--- src/rtl/aluflag_pkg.sv ---
package aluflag_pkg;

  typedef enum logic [2:0] {
    OPC_ADD   = 3'd0,
    OPC_SUB   = 3'd1,
    OPC_LOGIC = 3'd2,
    OPC_INC   = 3'd3,
    OPC_DEC   = 3'd4
  } opclass_e;

  localparam int FW      = 16;
  localparam int B_CY    = 0;
  localparam int B_ONE   = 1;
  localparam int B_PAR   = 2;
  localparam int B_AC    = 4;
  localparam int B_ZR    = 6;
  localparam int B_SG    = 7;
  localparam int B_TRAP  = 8;
  localparam int B_INTEN = 9;
  localparam int B_DIR   = 10;
  localparam int B_OV    = 11;
  localparam int NCTL    = 3;
  localparam int NIB     = 4;

  typedef struct packed {
    logic ov;
    logic sg;
    logic zr;
    logic ac;
    logic par;
    logic cy;
  } cond_t;

  function automatic logic even_ones8(input logic [7:0] v);
    return ~(^v);
  endfunction

  function automatic logic signed_ovf(input logic sub, input logic am,
                                      input logic bm, input logic rm);
    if (sub) return (am != bm) && (rm != am);
    return (am == bm) && (rm != am);
  endfunction

endpackage

--- src/rtl/aluflag_calc.sv ---
module aluflag_calc
  import aluflag_pkg::*;
#(
  parameter int W = 16
) (
  input  logic [W-1:0] a,
  input  logic [W-1:0] b,
  input  logic [W-1:0] r,
  input  logic         cout,
  input  logic [2:0]   opc,
  input  logic         wide,
  input  logic         cy_prev,
  output cond_t        nxt,
  output logic         known_op
);
  localparam int HW = W / 2;

  logic         is_add, is_sub, is_log, is_inc, is_dec, sub_like;
  logic [W-1:0] b_eff;
  logic         am, bm, rm;
  logic         unused_opnd;

  assign is_add   = (opc == OPC_ADD);
  assign is_sub   = (opc == OPC_SUB);
  assign is_log   = (opc == OPC_LOGIC);
  assign is_inc   = (opc == OPC_INC);
  assign is_dec   = (opc == OPC_DEC);
  assign sub_like = is_sub | is_dec;
  assign known_op = is_add | is_sub | is_log | is_inc | is_dec;

  assign b_eff = (is_inc | is_dec) ? W'(1) : b;
  assign am    = wide ? a[W-1]     : a[HW-1];
  assign bm    = wide ? b_eff[W-1] : b_eff[HW-1];
  assign rm    = wide ? r[W-1]     : r[HW-1];
  assign unused_opnd = ^{a, b};

  always_comb begin
    nxt.par = even_ones8(r[7:0]);
    nxt.zr  = wide ? (r == '0) : (r[HW-1:0] == '0);
    nxt.sg  = rm;
    if (is_log) begin
      nxt.cy = 1'b0;
      nxt.ov = 1'b0;
      nxt.ac = 1'b0;
    end else begin
      nxt.cy = (is_inc | is_dec) ? cy_prev : cout;
      nxt.ov = signed_ovf(sub_like, am, bm, rm);
      nxt.ac = a[NIB] ^ b_eff[NIB] ^ r[NIB];
    end
  end
endmodule

--- src/rtl/aluflag_ctl.sv ---
module aluflag_ctl #(
  parameter int N = 3
) (
  input  logic         clk,
  input  logic         rst_n,
  input  logic [N-1:0] set_cmd,
  input  logic [N-1:0] clr_cmd,
  output logic [N-1:0] ctl_q
);
  for (genvar i = 0; i < N; i++) begin : g_bit
    always_ff @(posedge clk) begin
      if (!rst_n)          ctl_q[i] <= 1'b0;
      else if (set_cmd[i]) ctl_q[i] <= 1'b1;
      else if (clr_cmd[i]) ctl_q[i] <= 1'b0;
    end
  end
endmodule

--- src/rtl/aluflag_top.sv ---
module aluflag_top
  import aluflag_pkg::*;
#(
  parameter int W = 16
) (
  input  logic         clk,
  input  logic         rst_n,
  input  logic [W-1:0] opnd_a,
  input  logic [W-1:0] opnd_b,
  input  logic [W-1:0] alu_result,
  input  logic         alu_cout,
  input  logic [2:0]   op_class,
  input  logic         wide_sel,
  input  logic         upd_en,
  input  logic [2:0]   ctl_set,
  input  logic [2:0]   ctl_clr,
  output logic [15:0]  flag_word
);
  cond_t            cond_q, cond_d;
  logic             known_op;
  logic             cond_we;
  logic [NCTL-1:0]  ctl_q;

  aluflag_calc #(.W(W)) u_calc (
    .a        (opnd_a),
    .b        (opnd_b),
    .r        (alu_result),
    .cout     (alu_cout),
    .opc      (op_class),
    .wide     (wide_sel),
    .cy_prev  (cond_q.cy),
    .nxt      (cond_d),
    .known_op (known_op)
  );

  assign cond_we = upd_en & known_op;

  always_ff @(posedge clk) begin
    if (!rst_n)       cond_q <= '0;
    else if (cond_we) cond_q <= cond_d;
  end

  aluflag_ctl #(.N(NCTL)) u_ctl (
    .clk     (clk),
    .rst_n   (rst_n),
    .set_cmd (ctl_set),
    .clr_cmd (ctl_clr),
    .ctl_q   (ctl_q)
  );

  always_comb begin
    flag_word          = '0;
    flag_word[B_ONE]   = 1'b1;
    flag_word[B_CY]    = cond_q.cy;
    flag_word[B_PAR]   = cond_q.par;
    flag_word[B_AC]    = cond_q.ac;
    flag_word[B_ZR]    = cond_q.zr;
    flag_word[B_SG]    = cond_q.sg;
    flag_word[B_OV]    = cond_q.ov;
    flag_word[B_TRAP]  = ctl_q[0];
    flag_word[B_INTEN] = ctl_q[1];
    flag_word[B_DIR]   = ctl_q[2];
  end
endmodule

--- config.mk ---
export PLATFORM = sky130hd
export DESIGN_NAME = aluflag_top
export DESIGN_NICKNAME = d
export VERILOG_FILES = /design/src/rtl/aluflag_pkg.sv /design/src/rtl/aluflag_calc.sv /design/src/rtl/aluflag_ctl.sv /design/src/rtl/aluflag_top.sv
export SDC_FILE = /design/constraint.sdc
export NUM_CORES = 1
export LEC_CHECK = 0
export CORE_MARGIN = 2
export CORE_UTILIZATION = 27
export CTS_CLUSTER_DIAMETER = 30
export DETAILED_ROUTE_END_ITERATION = 6
export PLACE_DENSITY = 0.78
export SYNTH_ARGS = -nofsm -noshare
export SYNTH_HDL_FRONTEND = slang
export SYNTH_SLANG_ARGS = --single-unit
--- constraint.sdc ---
create_clock -name clk -period 2.13 [get_ports clk]
set_input_delay 0.426 -clock clk [delete_from_list [all_inputs] [get_ports clk]]
set_output_delay 0.426 -clock clk [all_outputs]
set_load 0.01 [all_outputs]
==> Yosys cells after proc, flatten, opt, wreduce, memory -nomap -nowiden <==
Index checks and enable logic that the tools add are counted.
{ "word_totals": {"reg_bits": 9, "input_bits": 62, "word_cells": 56, "output_inout_bits": 16} }
{ "classes": {"bitwise": 10, "n_eq_ne": 8, "n_mux": 19, "n_reduce_logical": 10} }
{ "ops": {"columns": ["cell", "count"], "rows": [
  ["two-way mux 1 bit", 18],
  ["zero test 16 bit", 1],
  ["two-way mux 16 bit", 1],
  ["zero test 8 bit", 1],
  ["XOR reduction 8 bit", 1],
  ["equality test 3 x 2 -> 1 bit, second input constant", 2],
  ["OR 1 bit", 6],
  ["nonzero test 2 bit", 3],
  ["equality test 3 x 1 -> 1 bit, second input constant", 1],
  ["equality test 3 bit, second input constant", 1],
  ["zero test 3 bit", 1],
  ["logical AND 1 bit", 2],
  ["inequality test 1 bit", 2],
  ["inequality test 2 x 1 -> 1 bit, second input constant", 1],
  ["AND reduction 2 bit", 1],
  ["XOR 1 bit", 2],
  ["bitwise AND 1 bit", 1],
  ["equality test 1 bit", 1],
  ["inverter 1 bit", 1]
]} }

==> Logic depth before layout (Yosys ltp) <==
Gate-level depths: netlist of run 1.
{ "depth": {"depth_word": 9, "ltp_mapped": 7} }

==> Cells and area by module <==
Synthesis of run 1 repeated with hierarchy kept, for this count alone.
{ "hier_totals": {"cells_unflattened": 95, "hier_area_um2": 767.0} }
{ "modules_own_cells": {"columns": ["mod", "n_inst", "seq_area_each_um2", "area_each_um2", "cells_each"], "rows": [
  ["aluflag_calc", 1, 0.0, 345.3, 51],
  ["aluflag_top", 1, 120.1, 297.8, 35],
  ["aluflag_ctl", 1, 60.1, 123.9, 9]
]} }

==> Least setup slack after synthesis of run 1 <==
Ideal clock, no wire load.
{ "synth_path": {"path_type": "input -> register", "startpoint": "input wide_sel", "endpoint": "register cond_q (netlist bit flag_word[11])", "arrival_time_ps": 1567, "path_slack_ps": 441, "path_stages": 5, "required_time_ps": 2008, "path_cell_list": "mux2i_1 -> xnor2_1 -> o21a_1 -> mux2_4 -> o311a_1"} }
{ "synth_via": {"elab_chain_len": 6} }
{ "synth_rtl": {"columns": ["element", "line_no", "rtl"], "rows": [
  ["start, declared", "aluflag_top.sv:13", "input logic wide_sel,"],
  ["two-way mux 1 bit, on equally long branches", "aluflag_calc.sv:32, aluflag_calc.sv:33, aluflag_calc.sv:34", null],
  ["inequality test 1 bit, on equally long branches", "aluflag_pkg.sv:40, aluflag_pkg.sv:41", null],
  ["logical AND 1 bit", "aluflag_pkg.sv:40", "if (sub) return (am != bm) && (rm != am);"],
  ["two-way mux 1 bit", "aluflag_pkg.sv:40", null],
  ["two-way mux 1 bit (*)", "aluflag_pkg.sv:41", "return (am == bm) && (rm != am);"],
  ["two-way mux 1 bit (*)", "aluflag_calc.sv:41", "if (is_log) begin"],
  ["end signal, assigned", "aluflag_top.sv:40", "else if (cond_we) cond_q <= cond_d;"],
  ["end, declared", "aluflag_top.sv:19", "cond_t cond_q, cond_d;"]
]} }
Mark *: on every way between the ends. The rest lies on a longest branch, timed or not. The select of a mux whose other input is x is not followed.
A chain may end at the register's enable or synchronous reset.

==> Worst setup path after layout of run 1 <==
Same ends and word-level chain as after synthesis.

==> results.md, run 1 <==
* Worst setup EP type: flip-flop
* Busiest grt layer: met2
* Post-Synth Adder-Cell Area at under 10%
* Total CTS buffers at 3
* DR iter-0 viols at 1
* Latest clock arrival within the worst-skew pair at 0.26 ns
* Max-Cap Viols at 0
* Status: complete, no violations
* Hpwl dp at 1488 um
* YS warnings at 0
* Setup repair bufs after CTS at 0
* F_max at ~490 MHz
* Placed instance area at 0.001169 mm2
* Worst-path clk slew at about 0.06 ns
* Yosys cell types at 29
* Most common cell after layout, fill and taps aside: clkdlybuf4s50_1
* Cts hold-fix bufs at 0
* Fraction of layout cells with a size suffix above 1 at under 10%
* DR vias/cell at approximately 4.5
* Worst EP arrival at 2.18 ns
* Total number of vias at 735
* CTS tree: built
* Core area at 0.002455 mm2
* Syn Std Cell Area at roughly 700 um2
* Non-Filler Instances at roughly 170
* Final WL at 1682 um
* Setup ws final at around 0.1 ns
* Remaining global-route overflow at 0
* Initial antenna violation count at 0
* Die Wd at roughly 55 um
* Placer Congestion at 0.7563
* Clock Path Buffers at 2
* Most frequent cells in the layout: clkdlybuf4s50_1 (44), dfxtp_1 (9), inv_1 (8)
* Diode count at 0
* PwrDens at 424.6 mW/mm2
* Setup TNS at 0 ns
* Htree depth at 1
* Filler instances at about 260
* Syn_area_per_cell at 8.133 um2
* Detail Route Antenna Nets at 0
* Startpoint Class: input port
* Endpoints failing hold at 0
* Global-route wire length before repair at between 2000 and 3000 um
* Vias in the first global route at a little over 700
* Post-synth EDFFs at 0
* Max-slew violations at 0
* Placed Cells at ~160
* Post-route design area at ~0.0012 mm2
* DRT Pass-1 Iters at 2
* Synth Area in Compound Gates at about 18%
* Synth Area in XOR/XNOR at about 7.5%
* Synth Area in Simple Gates at between 20% and 30%
* Port bufs at 44
* Post-synthesis sequential area ratio at roughly 26%
* Met3 Usage GRT at 1.075%
* RSZ-0062 raised after global routing: false
* Leak Pwr at roughly 0.51 nW
* Num Clock Sinks at 9
* Root buffer cell: clkbuf_4
* Wirelength per Cell at 10.19 um
* Chip Height at about 55 um
* Largest net degree at the start of global routing at 10
* Tcrit/Tclk final at 95.18%
* Async SR Flop Fraction at 0%
* Met1 Use GR at roughly 12%
* Initial Util at ~28%
* Row count at 18
* Area added between synthesis and finish at 70.84%
* Post-synthesis mux area share at 6.440%
* Yosys reg bits at 9
* M2 GR Usage at 25.00%
* Top FF cell, synth: dfxtp_1
* Post-cts repair resize count at 0
* FF-to-FF path depth at 4
* # IOs at a little under 80
* Hold path depth at 2
* Hold Crit Class: reg -> reg
* Final nets at 202
* Crit path time final at roughly 2.0 ns
* Die area at between 0.003 and 0.004 mm2
* Critical path class: in -> reg
* Worst Skew at 0 ns
* Final Setup Violations at 0
* Setup WS pre-CTS at -0.1722 ns
* DRC at 0
* Largest family of logic cells by synthesized area: simple AND/OR/NAND/NOR gates
* All-Layer GR Usage at 12.25%
* Worst Path Required at 2.28 ns
* Hold slack at ~0.51 ns
* Post-Synthesis Cells at between 80 and 90
* Maximum VDD drop at 0.3091 mV
* CP Max Fanout at 2
## registers in the layout, summed over array words and instances (netlist names)
name / cells
u_ctl.ctl_q: 3
flag_word: 6
## per-stage QoR
step	power [mW]	utilization (%)
final	0.5074	48.67
after global routing	0.5403	48.67
after global placement	0.3748	47.60
after floorplan	0.2784	-
after detailed placement	0.3814	47.60
after CTS	0.5139	48.67
## path summary, 6_finish.rpt
| path | start | end | slack (ns) |
|---|---|---|---|
| setup reg to reg | flag_word[11]$_SDFFE_PN0P_ | flag_word[11]$_SDFFE_PN0P_ | 1.16 |
| hold / removal | flag_word[7]$_SDFFE_PN0P_ | flag_word[7]$_SDFFE_PN0P_ | 0.51 |
| hold reg to reg | flag_word[7]$_SDFFE_PN0P_ | flag_word[7]$_SDFFE_PN0P_ | 0.51 |
| setup / recovery | wide_sel | flag_word[11]$_SDFFE_PN0P_ | 0.10 |
## kinds of logic (layout without fill, tap and decap cells)
group,count (synthesis),in the layout
simple gates,26,26
compound gates,18,18
buf+inv,17,61
flops,9,9
xor+xnor,6,6
fa+ha+maj,4,4
mux,4,4
other cells,2,7
## routing by layer
metal	up-vias	share of wire (%)
li1	379	-
met1	320	38
met2	36	53
met3	0	9.6
met4	0	0
met5	-	0
## layout make-up
cell class	instances	area, um2	share of cell area [%]
clock buffers	4	26.28	2.199
inverters	8	30.03	2.513
multi-input cells	65	442.9	37.07
flip-flops and latches	9	180.2	15.08
well taps	30	37.54	3.141
repair buffers	49	478.0	40.00
## worst max-delay path, stage by stage
cell             delay, ns
clkdlybuf4s50_1       0.50
mux2i_1               0.27
xnor2_1               0.17
o21a_1                0.18
mux2_4                0.30
o311a_1               0.32
## where the power goes
group          internal [mW]  total (mW)  leakage [nW]  switching (mW)
logic                  0.122       0.193         0.418          0.0703
registers              0.179       0.183        0.0740         0.00461
clock network         0.0722       0.132        0.0150          0.0595
total                  0.373       0.507         0.507           0.134
## cells in the mapped netlist (all sizes together) (3+ instances only)
master / instances / area share, %
nor2: 4 / 2.1
buf: 8 / 8.6
mux2i: 3 / 4.3
o21a: 4 / 4.3
ha: 4 / 7.2
a21oi: 4 / 2.9
dfxtp: 9 / 26
inv: 8 / 4.3
nand2: 6 / 3.2
xnor2: 4 / 5.0
nor2b: 7 / 6.3
(Power assumes the default switching activity.)
==> inputs of run 2 (changes only) <==
==> constraint.sdc (replaced) <==
create_clock -name clk -period 1.9 [get_ports clk]
set_input_delay 0.38 -clock clk [delete_from_list [all_inputs] [get_ports clk]]
set_output_delay 0.38 -clock clk [all_outputs]
set_load 0.01 [all_outputs]
==> run 2 against run 1 <==
- clock skew unchanged
- critical endpoint unchanged
- via count up 4.8%
- non-clock buffer count up 5
- sequential share of layout area decreased by 0.52 points
- hold slack improved by 0.0051 ns
- register-to-register slack worse by 0.26 ns
- largest power group unchanged
- sequential power increased by 12%
- final area rose by 3.6%
- routed wire length grew 7.1%
- global-route usage increased by 0.27 points
- count of clock-buffer cells in the layout is the same
==> results.md, run 2 (synthesis gave the netlist of run 1 again) <==
* Status: complete, no violations
* Filler instances at between 200 and 250
* DR iter-0 viols at 4
* Power consumption at approximately 600 uW
* Setup TNS at 0 ns
* Hold path depth at 2
* End of the worst register-to-register path: flag_word[11]$_SDFFE_PN0P_
* Initial Util at 28.49%
* Core area at ~0.0025 mm2
* Layout Utilization at between 50% and 60%
* Die area at between 0.003 and 0.004 mm2
* FF-to-FF path depth at 4
* All-Layer GR Usage at 12.52%
* Global-route wire length before repair at 2766 um
* DR vias/cell at ~4.5
* Hpwl dp at 1572 um
* Diode count at 0
* Final WL at about 1800 um
* Most common cell after layout, fill and taps aside: clkdlybuf4s50_1
* Maximum VDD drop at approximately 0.32 mV
* Htree depth at 1
* Cts hold-fix bufs at 0
* Area of the multi-input gates at 446.7 um2
* Startpoint Class: input port
* Detail Route Antenna Nets at 0
* Max stage delay on crit path at a little over 0.4 ns
* Port bufs at 44
* F_max at between 500 and 600 MHz
* Worst setup EP type: flip-flop
* Latest clock arrival within the worst-skew pair at about 0.26 ns
* RSZ-0062 raised after global routing: false
* Wirelength per Cell at 10.60 um
* Vias in the first global route at 745
* Post-route design area at roughly 0.0012 mm2
* Placer Congestion at 0.7448
* Clock Path Buffers at 2
* Initial antenna violation count at 0
* Chip Height at about 55 um
* Final Setup Violations at 0
* Launching point of the worst reg2reg path: flag_word[11]$_SDFFE_PN0P_
* Hold Path Sink: flag_word[0]$_SDFFE_PN0P_
* Fraction of layout cells with a size suffix above 1 at around 11%
* Worst Path Required at around 2 ns
* CTS tree: built
* Final nets at slightly above 200
* CP delay by family, top: compound AO/OA/AOI/OAI gates
* Leak Pwr at ~0.54 nW
* PwrDens at 471.7 mW/mm2
* Worst-path clk slew at approximately 0.06 ns
* Hold Crit Class: reg -> reg
* Reg2reg setup slack at 0.90 ns
* Slowest cell on the critical path: clkdlybuf4s50_1
* Total CTS buffers at 3
* DRC at 0
* WP buf/inv at 1
* Num Clock Sinks at 9
* Max-slew violations at 0
* Row count at 18
* Root buffer cell: clkbuf_4
* Largest net degree at the start of global routing at 10
* CP Max Fanout at 2
* Die Wd at approximately 55 um
* Critical path class: in -> reg
* DRT Pass-1 Iters at 3
* Placed Cells at about 170
* Total number of vias at 770
* CP cell instances: clkdlybuf4s50_1 > mux2i_2 > xnor2_1 > o21a_1 > mux2_4 > o311a_1
* Tcrit/Tclk final at 97.21%
* Max-Cap Viols at 0
* Placed instance area at about 0.0012 mm2
* Seq. cell area at between 150 and 200 um2
* Crit path time final at 1.847 ns
* Worst Skew at 0 ns
* # IOs at 78
* Min-delay src: flag_word[0]$_SDFFE_PN0P_
* Remaining global-route overflow at 0
* Largest register FFs at 6
* Endpoints failing hold at 0
* Non-Filler Instances at 170
* Most frequent cells in the layout: clkdlybuf4s50_1 (42), buf_4 (10), dfxtp_1 (9)
* Worst EP arrival at ~2 ns
* Area added between synthesis and finish at 76.92%
run 2: cell types whose count changed in the layout (fill, tap and decap cells not counted):
cell,delta
buf_4,+5
clkdlybuf4s50_1,-2
dlygate4sd2_1,+1
dlymetal6s2s_1,+1
mux2i_1,-1
mux2i_2,+1
run 2: worst max-delay path by stage:
stage                     start                         end  slack, ns  depth (start not counted)
detailed placement     wide_sel  flag_word[11]$_SDFFE_PN0P_      -0.35                          6
global route         opnd_b[15]  flag_word[11]$_SDFFE_PN0P_      0.007                          6
CTS                 op_class[0]  flag_word[11]$_SDFFE_PN0P_       0.05                          6
global placement       wide_sel  flag_word[11]$_SDFFE_PN0P_      -0.31                          6
floorplan              wide_sel  flag_word[11]$_SDFFE_PN0P_       0.26                          5
finish               opnd_b[15]  flag_word[11]$_SDFFE_PN0P_       0.05                          6
run 2: routing by layer:
metal	global-route usage [%]	vias to the layer above	share of wire, %	wire length (um)
li1	-	385	-	-
met1	11.46	345	36	656
met2	26.79	38	54	967
met3	1.075	2	8.8	158
met4	5.691	0	1.1	19
met5	0	-	0	0
run 2: final cells by class:
| cell class | count | share of cell area (%) |
|---|---|---|
| Clock buffer | 4 | 2.123 |
| Multi-Input combinational cell | 65 | 36.10 |
| Timing Repair Buffer | 54 | 41.76 |
| Sequential cell | 9 | 14.56 |
| Inverter | 8 | 2.427 |
| Tap cell | 30 | 3.033 |
run 2: power breakdown:
| group | internal (mW) | total, mW | switching [mW] |
|---|---|---|---|
| Clock | 0.0810 | 0.150 | 0.0690 |
| Sequential | 0.200 | 0.205 | 0.00513 |
| Combinational | 0.146 | 0.228 | 0.0827 |
run 2: worst min-delay path, cell delays in order (launching register included):
cell and delay (ns):
dfxtp_1 0.33, a21oi_1 0.06, nor2b_1 0.09
run 2: metrics by stage:
stage	worst slack, ns	hold slack, ns
5_1_grt	0.007313	0.5479
6_report	0.05301	0.5158
3_5_place_dp	-0.3507	0.5080
3_3_place_gp	-0.3074	0.4921
4_1_cts	0.05449	0.5232
2_1_floorplan	0.2570	0.4797
run 2: timing repair:
item	CTS	global route
endpoints found under the hold margin	0	0
buffers inserted	1	0
gates resized for setup	2	1
pin swaps	2	0
setup endpoints to repair	1	1
==> inputs of run 3 (changes only) <==
--- a/config.mk
+++ b/config.mk
@@ -7,7 +7,7 @@
 export LEC_CHECK = 0
 export CORE_MARGIN = 2
 export CORE_UTILIZATION = 27
-export CTS_CLUSTER_DIAMETER = 30
+export CTS_CLUSTER_DIAMETER = 60
 export DETAILED_ROUTE_END_ITERATION = 6
 export PLACE_DENSITY = 0.78
 export SYNTH_ARGS = -nofsm -noshare
==> results of run 3 <==
Final layout, timing and power as in run 2 (identical DEF).
